## config.mk

```make
export PLATFORM = sky130hd
export DESIGN_NAME = lwsram
export DESIGN_NICKNAME = d
export VERILOG_FILES = /design/src/rtl/lwsram_pkg.sv /design/src/rtl/lwsram_ctrl.sv /design/src/rtl/lwsram_dpath.sv /design/src/rtl/lwsram.sv
export SDC_FILE = /design/constraint.sdc
export NUM_CORES = 1
export LEC_CHECK = 0
export BUFFER_PORTS_ARGS = -buffer_cell sky130_fd_sc_hd__clkbuf_2
export CORE_ASPECT_RATIO = 1.25
export CORE_UTILIZATION = 57
export CTS_CLUSTER_SIZE = 16
export DETAILED_ROUTE_END_ITERATION = 10
export HOLD_SLACK_MARGIN = 0.15
export PLACE_DENSITY = 0.77
export SETUP_SLACK_MARGIN = 0.15
export SYNTH_ARGS = -nofsm -noshare
export SYNTH_HDL_FRONTEND = slang
export SYNTH_HIERARCHICAL = 1
export SYNTH_SLANG_ARGS = --single-unit
```

## constraint.sdc

```tcl
create_clock -name clk -period 2.4 [get_ports clk]
set_input_delay 0.36 -clock clk [delete_from_list [all_inputs] [get_ports clk]]
set_output_delay 0.36 -clock clk [all_outputs]
set_load 0.05 [all_outputs]
```

## src/rtl/lwsram_pkg.sv

```systemverilog
package lwsram_pkg;
  // Strobes from control to datapath for one clock
  typedef struct packed {
    logic dataPhase;  // data of the previously accepted write is on wrData
    logic readNow;    // a read is accepted this cycle
  } ctlStrobe_t;
endpackage

```

## src/rtl/lwsram_ctrl.sv

```systemverilog
module lwsram_ctrl
  import lwsram_pkg::*;
#(
  parameter int AW    = 6,
  parameter int LANES = 2
) (
  input  logic             clk,
  input  logic             rstN,
  input  logic             chipSel,
  input  logic             wrEn,
  input  logic [LANES-1:0] byteWe,
  input  logic [AW-1:0]    addr,
  input  logic             sleep,
  output ctlStrobe_t       strobe,
  output logic [AW-1:0]    pendAddr,
  output logic [LANES-1:0] pendBe
);
  logic accept;
  logic wrAccept;
  logic pendValid;

  assign accept   = chipSel & ~sleep;
  assign wrAccept = accept & wrEn;

  // Address phase of a write is held one cycle until its data arrives
  always_ff @(posedge clk) begin
    if (!rstN) begin
      pendValid <= 1'b0;
      pendAddr  <= '0;
      pendBe    <= '0;
    end else begin
      pendValid <= wrAccept;
      if (wrAccept) begin
        pendAddr <= addr;
        pendBe   <= byteWe;
      end
    end
  end

  always_comb begin
    strobe.dataPhase = pendValid;
    strobe.readNow   = accept & ~wrEn;
  end
endmodule

```

## src/rtl/lwsram_dpath.sv

```systemverilog
module lwsram_dpath
  import lwsram_pkg::*;
#(
  parameter int DEPTH = 64,
  parameter int AW    = 6,
  parameter int LANES = 2,
  parameter int BW    = 9
) (
  input  logic                clk,
  input  logic                rstN,
  input  ctlStrobe_t          strobe,
  input  logic [AW-1:0]       pendAddr,
  input  logic [LANES-1:0]    pendBe,
  input  logic [AW-1:0]       readAddr,
  input  logic [LANES*BW-1:0] wrData,
  output logic [LANES*BW-1:0] rdData,
  output logic                rdDrive
);
  localparam int WORD = LANES * BW;

  logic [WORD-1:0] mem [DEPTH];

  logic                      bufValid;
  logic [AW-1:0]             bufAddr;
  logic [LANES-1:0]          bufBe;
  logic [LANES-1:0][BW-1:0]  bufLanes;
  logic [LANES-1:0][BW-1:0]  inLanes;
  logic [LANES-1:0][BW-1:0]  arrLanes;
  logic [LANES-1:0][BW-1:0]  mergedLanes;
  logic [WORD-1:0]           rdReg;
  logic                      driveReg;
  logic                      hitIn;
  logic                      hitBuf;

  assign inLanes  = wrData;
  assign arrLanes = mem[readAddr];
  assign hitIn    = strobe.dataPhase && (pendAddr == readAddr);
  assign hitBuf   = bufValid && (bufAddr == readAddr);

  // Commit the posted write into the array when the next write's data arrives
  always_ff @(posedge clk) begin
    if (strobe.dataPhase && bufValid) begin
      for (int i = 0; i < LANES; i++) begin
        if (bufBe[i]) mem[bufAddr][i*BW +: BW] <= bufLanes[i];
      end
    end
  end

  // Holding buffer takes the newest write
  always_ff @(posedge clk) begin
    if (!rstN) begin
      bufValid <= 1'b0;
      bufAddr  <= '0;
      bufBe    <= '0;
      bufLanes <= '0;
    end else if (strobe.dataPhase) begin
      bufValid <= 1'b1;
      bufAddr  <= pendAddr;
      bufBe    <= pendBe;
      bufLanes <= inLanes;
    end
  end

  // Per-lane source choice: incoming data, then buffer, then array
  for (genvar g = 0; g < LANES; g++) begin : gLane
    always_comb begin
      if (hitIn && pendBe[g])        mergedLanes[g] = inLanes[g];
      else if (hitBuf && bufBe[g])   mergedLanes[g] = bufLanes[g];
      else                           mergedLanes[g] = arrLanes[g];
    end
  end

  always_ff @(posedge clk) begin
    if (!rstN) begin
      rdReg    <= '0;
      driveReg <= 1'b0;
    end else begin
      driveReg <= strobe.readNow;
      if (strobe.readNow) rdReg <= mergedLanes;
    end
  end

  assign rdDrive = driveReg;
  assign rdData  = driveReg ? rdReg : '0;
endmodule

```

## src/rtl/lwsram.sv

```systemverilog
module lwsram
  import lwsram_pkg::*;
#(
  parameter int DEPTH = 64,
  parameter int LANES = 2,
  parameter int BW    = 9,
  localparam int AW   = $clog2(DEPTH),
  localparam int WORD = LANES * BW
) (
  input  logic             clk,
  input  logic             rstN,
  input  logic             chipSel,
  input  logic             wrEn,
  input  logic [LANES-1:0] byteWe,
  input  logic [AW-1:0]    addr,
  input  logic [WORD-1:0]  wrData,
  input  logic             sleep,
  output logic [WORD-1:0]  rdData,
  output logic             rdDrive
);
  ctlStrobe_t       strobe;
  logic [AW-1:0]    pendAddr;
  logic [LANES-1:0] pendBe;

  lwsram_ctrl #(.AW(AW), .LANES(LANES)) u_ctrl (
    .clk(clk), .rstN(rstN), .chipSel(chipSel), .wrEn(wrEn),
    .byteWe(byteWe), .addr(addr), .sleep(sleep),
    .strobe(strobe), .pendAddr(pendAddr), .pendBe(pendBe)
  );

  lwsram_dpath #(.DEPTH(DEPTH), .AW(AW), .LANES(LANES), .BW(BW)) u_dpath (
    .clk(clk), .rstN(rstN), .strobe(strobe), .pendAddr(pendAddr),
    .pendBe(pendBe), .readAddr(addr), .wrData(wrData),
    .rdData(rdData), .rdDrive(rdDrive)
  );
endmodule

```

==> out/qor.yml <==
sta:
  setup_viol: 0
  slew_viol_final: 0
  fin_crit_sh_pct: 94.2
  tightest_slew_ns: 0.875
  rsz0062_at_grt: "yes"
  clock_skew_ns: 0.0296
  max_freq_ghz: 0.442
  slew_headroom_pct: 41.6
  hold_ws_ns: 0.193
  setup_slack_ns: 0.139
  hold_violations: 0
  min_period_ns: 2.26
logic_synthesis:
  synth_top_area_share_pct: 73.3
  synth.distinct_cells: 48
  syn_area_per_cell_um2: 21.3
  synth-seq-area-share_pct: 75.6
  synthTopCellsByArea: "edfxtp_1 73%, mux4_2 14%, dfxtp_1 2.3%"
  async_reset_ff_share_pct: 0
  synth-edff-count: 1152
  netlist_instances: 2221
  ys.flop_type: "edfxtp_1"
  synthesis.nets: 2252
  synth-seq-cells: 1207
  synth_top_area_cell: "edfxtp_1"
  yosysWarnings: 6
  synth_area_mm2: 0.0472
place:
  hpwl_um: 76500
  dp_slack_ns: -0.486
  gp_congestion: 0.907
  portBuffers: 49
  place_inst: 3568
floorplan:
  start_util_pct: 57.8
  row_count: 117
  fp.dieW_um: 259
  die_h_um: 324
  io_pins: 50
  core_mm2: 0.0817
  dieArea_mm2: 0.0840
setup_path:
  r2r_setup_slack_ns: 0.16
  reg2reg_depth: 5
  endpoint_kind: "primary output"
  required_ns: 2.04
  worstSetupPathType: "flip-flop to primary output"
  critical_path_arrival_ns: 1.90
  r2r_start: "u_dpath/mem[60][15]$_DFFE_PP_"
  r2r_end: "u_dpath/rdReg[15]$_SDFFE_PN0P_"
  critical_path_peak_fanout: 10
  startpoint_type: "flip-flop"
clock_network:
  cts.sinks: 1207
  cts_setup_buffers: 0
  clockBufferDepth: 3
  htree_levels: 3
  clk_pin_slew_ns: 0.07
  cts_tree: "built"
  cts_made_buffers: 109
  clk_latency_ns: 0.69
  clockRootBuffer: "clkbuf_16"
drt:
  routed_via_density: 6.57
  post-route-drc-count: 0
  antenna_left: 0
  vias: 25000
  wirelength_um: 121000
  drtIter0Drc: 3296
  first_pass_iters: 5
  wl_per_cell_um: 31.8
hold_path:
  hold_start: "addr[3]"
  holdPathEnd: "u_ctrl/pendAddr[3]$_SDFFE_PN0P_"
  min_path_cells: 4
  hp-class: "input port to flip-flop"
cells_and_area:
  fillers: 4863
  drive_above_1_share_pct: 36.5
  syn_to_final_growth_pct: 16.9
  fin_nets: 2661
  finalNonFillerCells: 3797
global_route:
  grt_pass1_wl_um: 173000
  antenna_found_initial: 5
  grt_max_degree: 49
  grt.overflow.total: 0
  grt_pass1_vias: 25700
  grt_usage_pct: 29.2
power_and_ir_drop:
  peakVddDrop_mv: 0.718
  power_density_mw_per_mm2: 767
  p_leak_uw: 0.0186
  p_total_uw: 42400
run_status:
  status: "completed"
run:
  cap_violations: 0
registers in the layout (all words and copies together) (netlist names):
register	flops
u_dpath/bufAddr	6
u_dpath/bufValid	1
u_dpath/bufBe	2
u_ctrl/pendBe	2
u_ctrl/pendAddr	6
u_dpath/bufLanes	18
u_dpath/mem	1152
u_dpath/rdReg	18
u_dpath/rdDrive	1
u_ctrl/pendValid	1
kinds of logic after synthesis:
logic type | after synthesis | share of synthesized area (%)
AND/OR/NAND/NOR | 308 | 3.08
XOR/XNOR | 12 | 0.223
AO/OA/AOI/OAI | 146 | 2.34
flip-flops | 1207 | 75.6
multiplexers | 413 | 17.2
buffers and inverters | 135 | 1.52
critical path, cell delays in order, from the launching register on:
cell	delay, ns
dfxtp_4	0.48
and2_1	0.38
clkbuf_2	0.35
metal layers:
| metal | wire length, um | GRT usage (%) | vias up |
|---|---|---|---|
| li1 | - | - | 10100 |
| met1 | 41400 | 36.7 | 12900 |
| met2 | 61100 | 49.1 | 1662 |
| met3 | 11600 | 5.07 | 335 |
| met4 | 6500 | 14.9 | 4 |
| met5 | 27 | 0 | - |
worst max-delay path by stage:
stage                                startpoint                        endpoint  slack [ns]  cells past startpoint
floorplan           u_ctrl/pendValid$_SDFF_PN0_    u_dpath/mem[42][0]$_DFFE_PP_        0.07                      7
global placement                        addr[0]   u_dpath/rdReg[9]$_SDFFE_PN0P_       -0.50                     11
detailed placement                      addr[0]   u_dpath/rdReg[9]$_SDFFE_PN0P_       -0.49                     11
CTS                 u_ctrl/pendValid$_SDFF_PN0_   u_dpath/mem[47][16]$_DFFE_PP_        0.17                      5
global route                            addr[4]  u_dpath/rdReg[10]$_SDFFE_PN0P_        0.15                     10
finish               u_dpath/rdDrive$_SDFF_PN0_                      rdData[15]        0.14                      2
report_power, final:
| group | total, uW | switching (uW) | internal [uW] |
|---|---|---|---|
| logic | 1950 | 1010 | 941 |
| clock network | 17500 | 7580 | 9910 |
| registers | 22900 | 76.9 | 22900 |
metrics by stage:
step	TNS, ns	util (%)	cell area, um2
4_1_cts	0	67.5	55100
3_3_place_gp	-5.76	62.8	51300
2_1_floorplan	0	-	47400
3_5_place_dp	-6.18	62.8	51300
6_report	0	67.6	55200
5_1_grt	0	67.6	55200
layout by cell type (no fill, tap or decap), types with 11 or more instances in the layout:
cell type	synthesis	final
mux4_2	288	296
clkinv_2	0	32
clkbuf_2	0	45
nor2_1	143	132
mux2_2	64	64
dfxtp_1	55	33
buf_12	2	36
clkbuf_1	53	16
nor2_2	0	11
dlygate4sd3_1	0	21
and2_1	23	20
nor2b_1	37	36
mux4_1	20	12
bufinv_16	0	14
mux2i_1	41	41
clkinv_1	0	23
buf_4	14	323
o22ai_1	47	47
clkbuf_16	0	110
o21ai_0	13	13
dfxtp_2	0	20
nand3_1	17	17
nand2_1	42	42
a22oi_1	26	25
edfxtp_1	1152	1152
cell usage after synthesis (11+ instances only):
master and count:
nand3_1 17, mux2_2 64, buf_2 36, nor2_1 143
clkbuf_1 53, a22oi_1 26, mux2i_1 41, a2111oi_0 15
mux4_2 288, dfxtp_1 55, buf_4 14, buf_1 16
and2_1 23, edfxtp_1 1152, nor2b_1 37, buf_6 11
o22ai_1 47, mux4_1 20, o21ai_0 13, nand2_1 42
layout make-up:
cell class	count	area, um2	area share, %
diodes	2	5.00	0.00906
clock buffers	126	2800	5.07
clock inverters	79	790	1.43
inverters	3	11.3	0.0204
multi-input cells	879	10900	19.7
flip-flops and latches	1207	35700	64.7
well taps	1071	1340	2.43
repair buffers	430	3670	6.65
timing repair:
action                                  in CTS  in global routing
endpoints found under the setup margin      27                 55
cloned                                       0                  1
hold buffers                                21                  0
gates resized for setup                      9                 20
hold endpoints to repair                    28                  0
pin swaps                                    0                  0
Note: power is estimated with default switching activity, not from simulation.
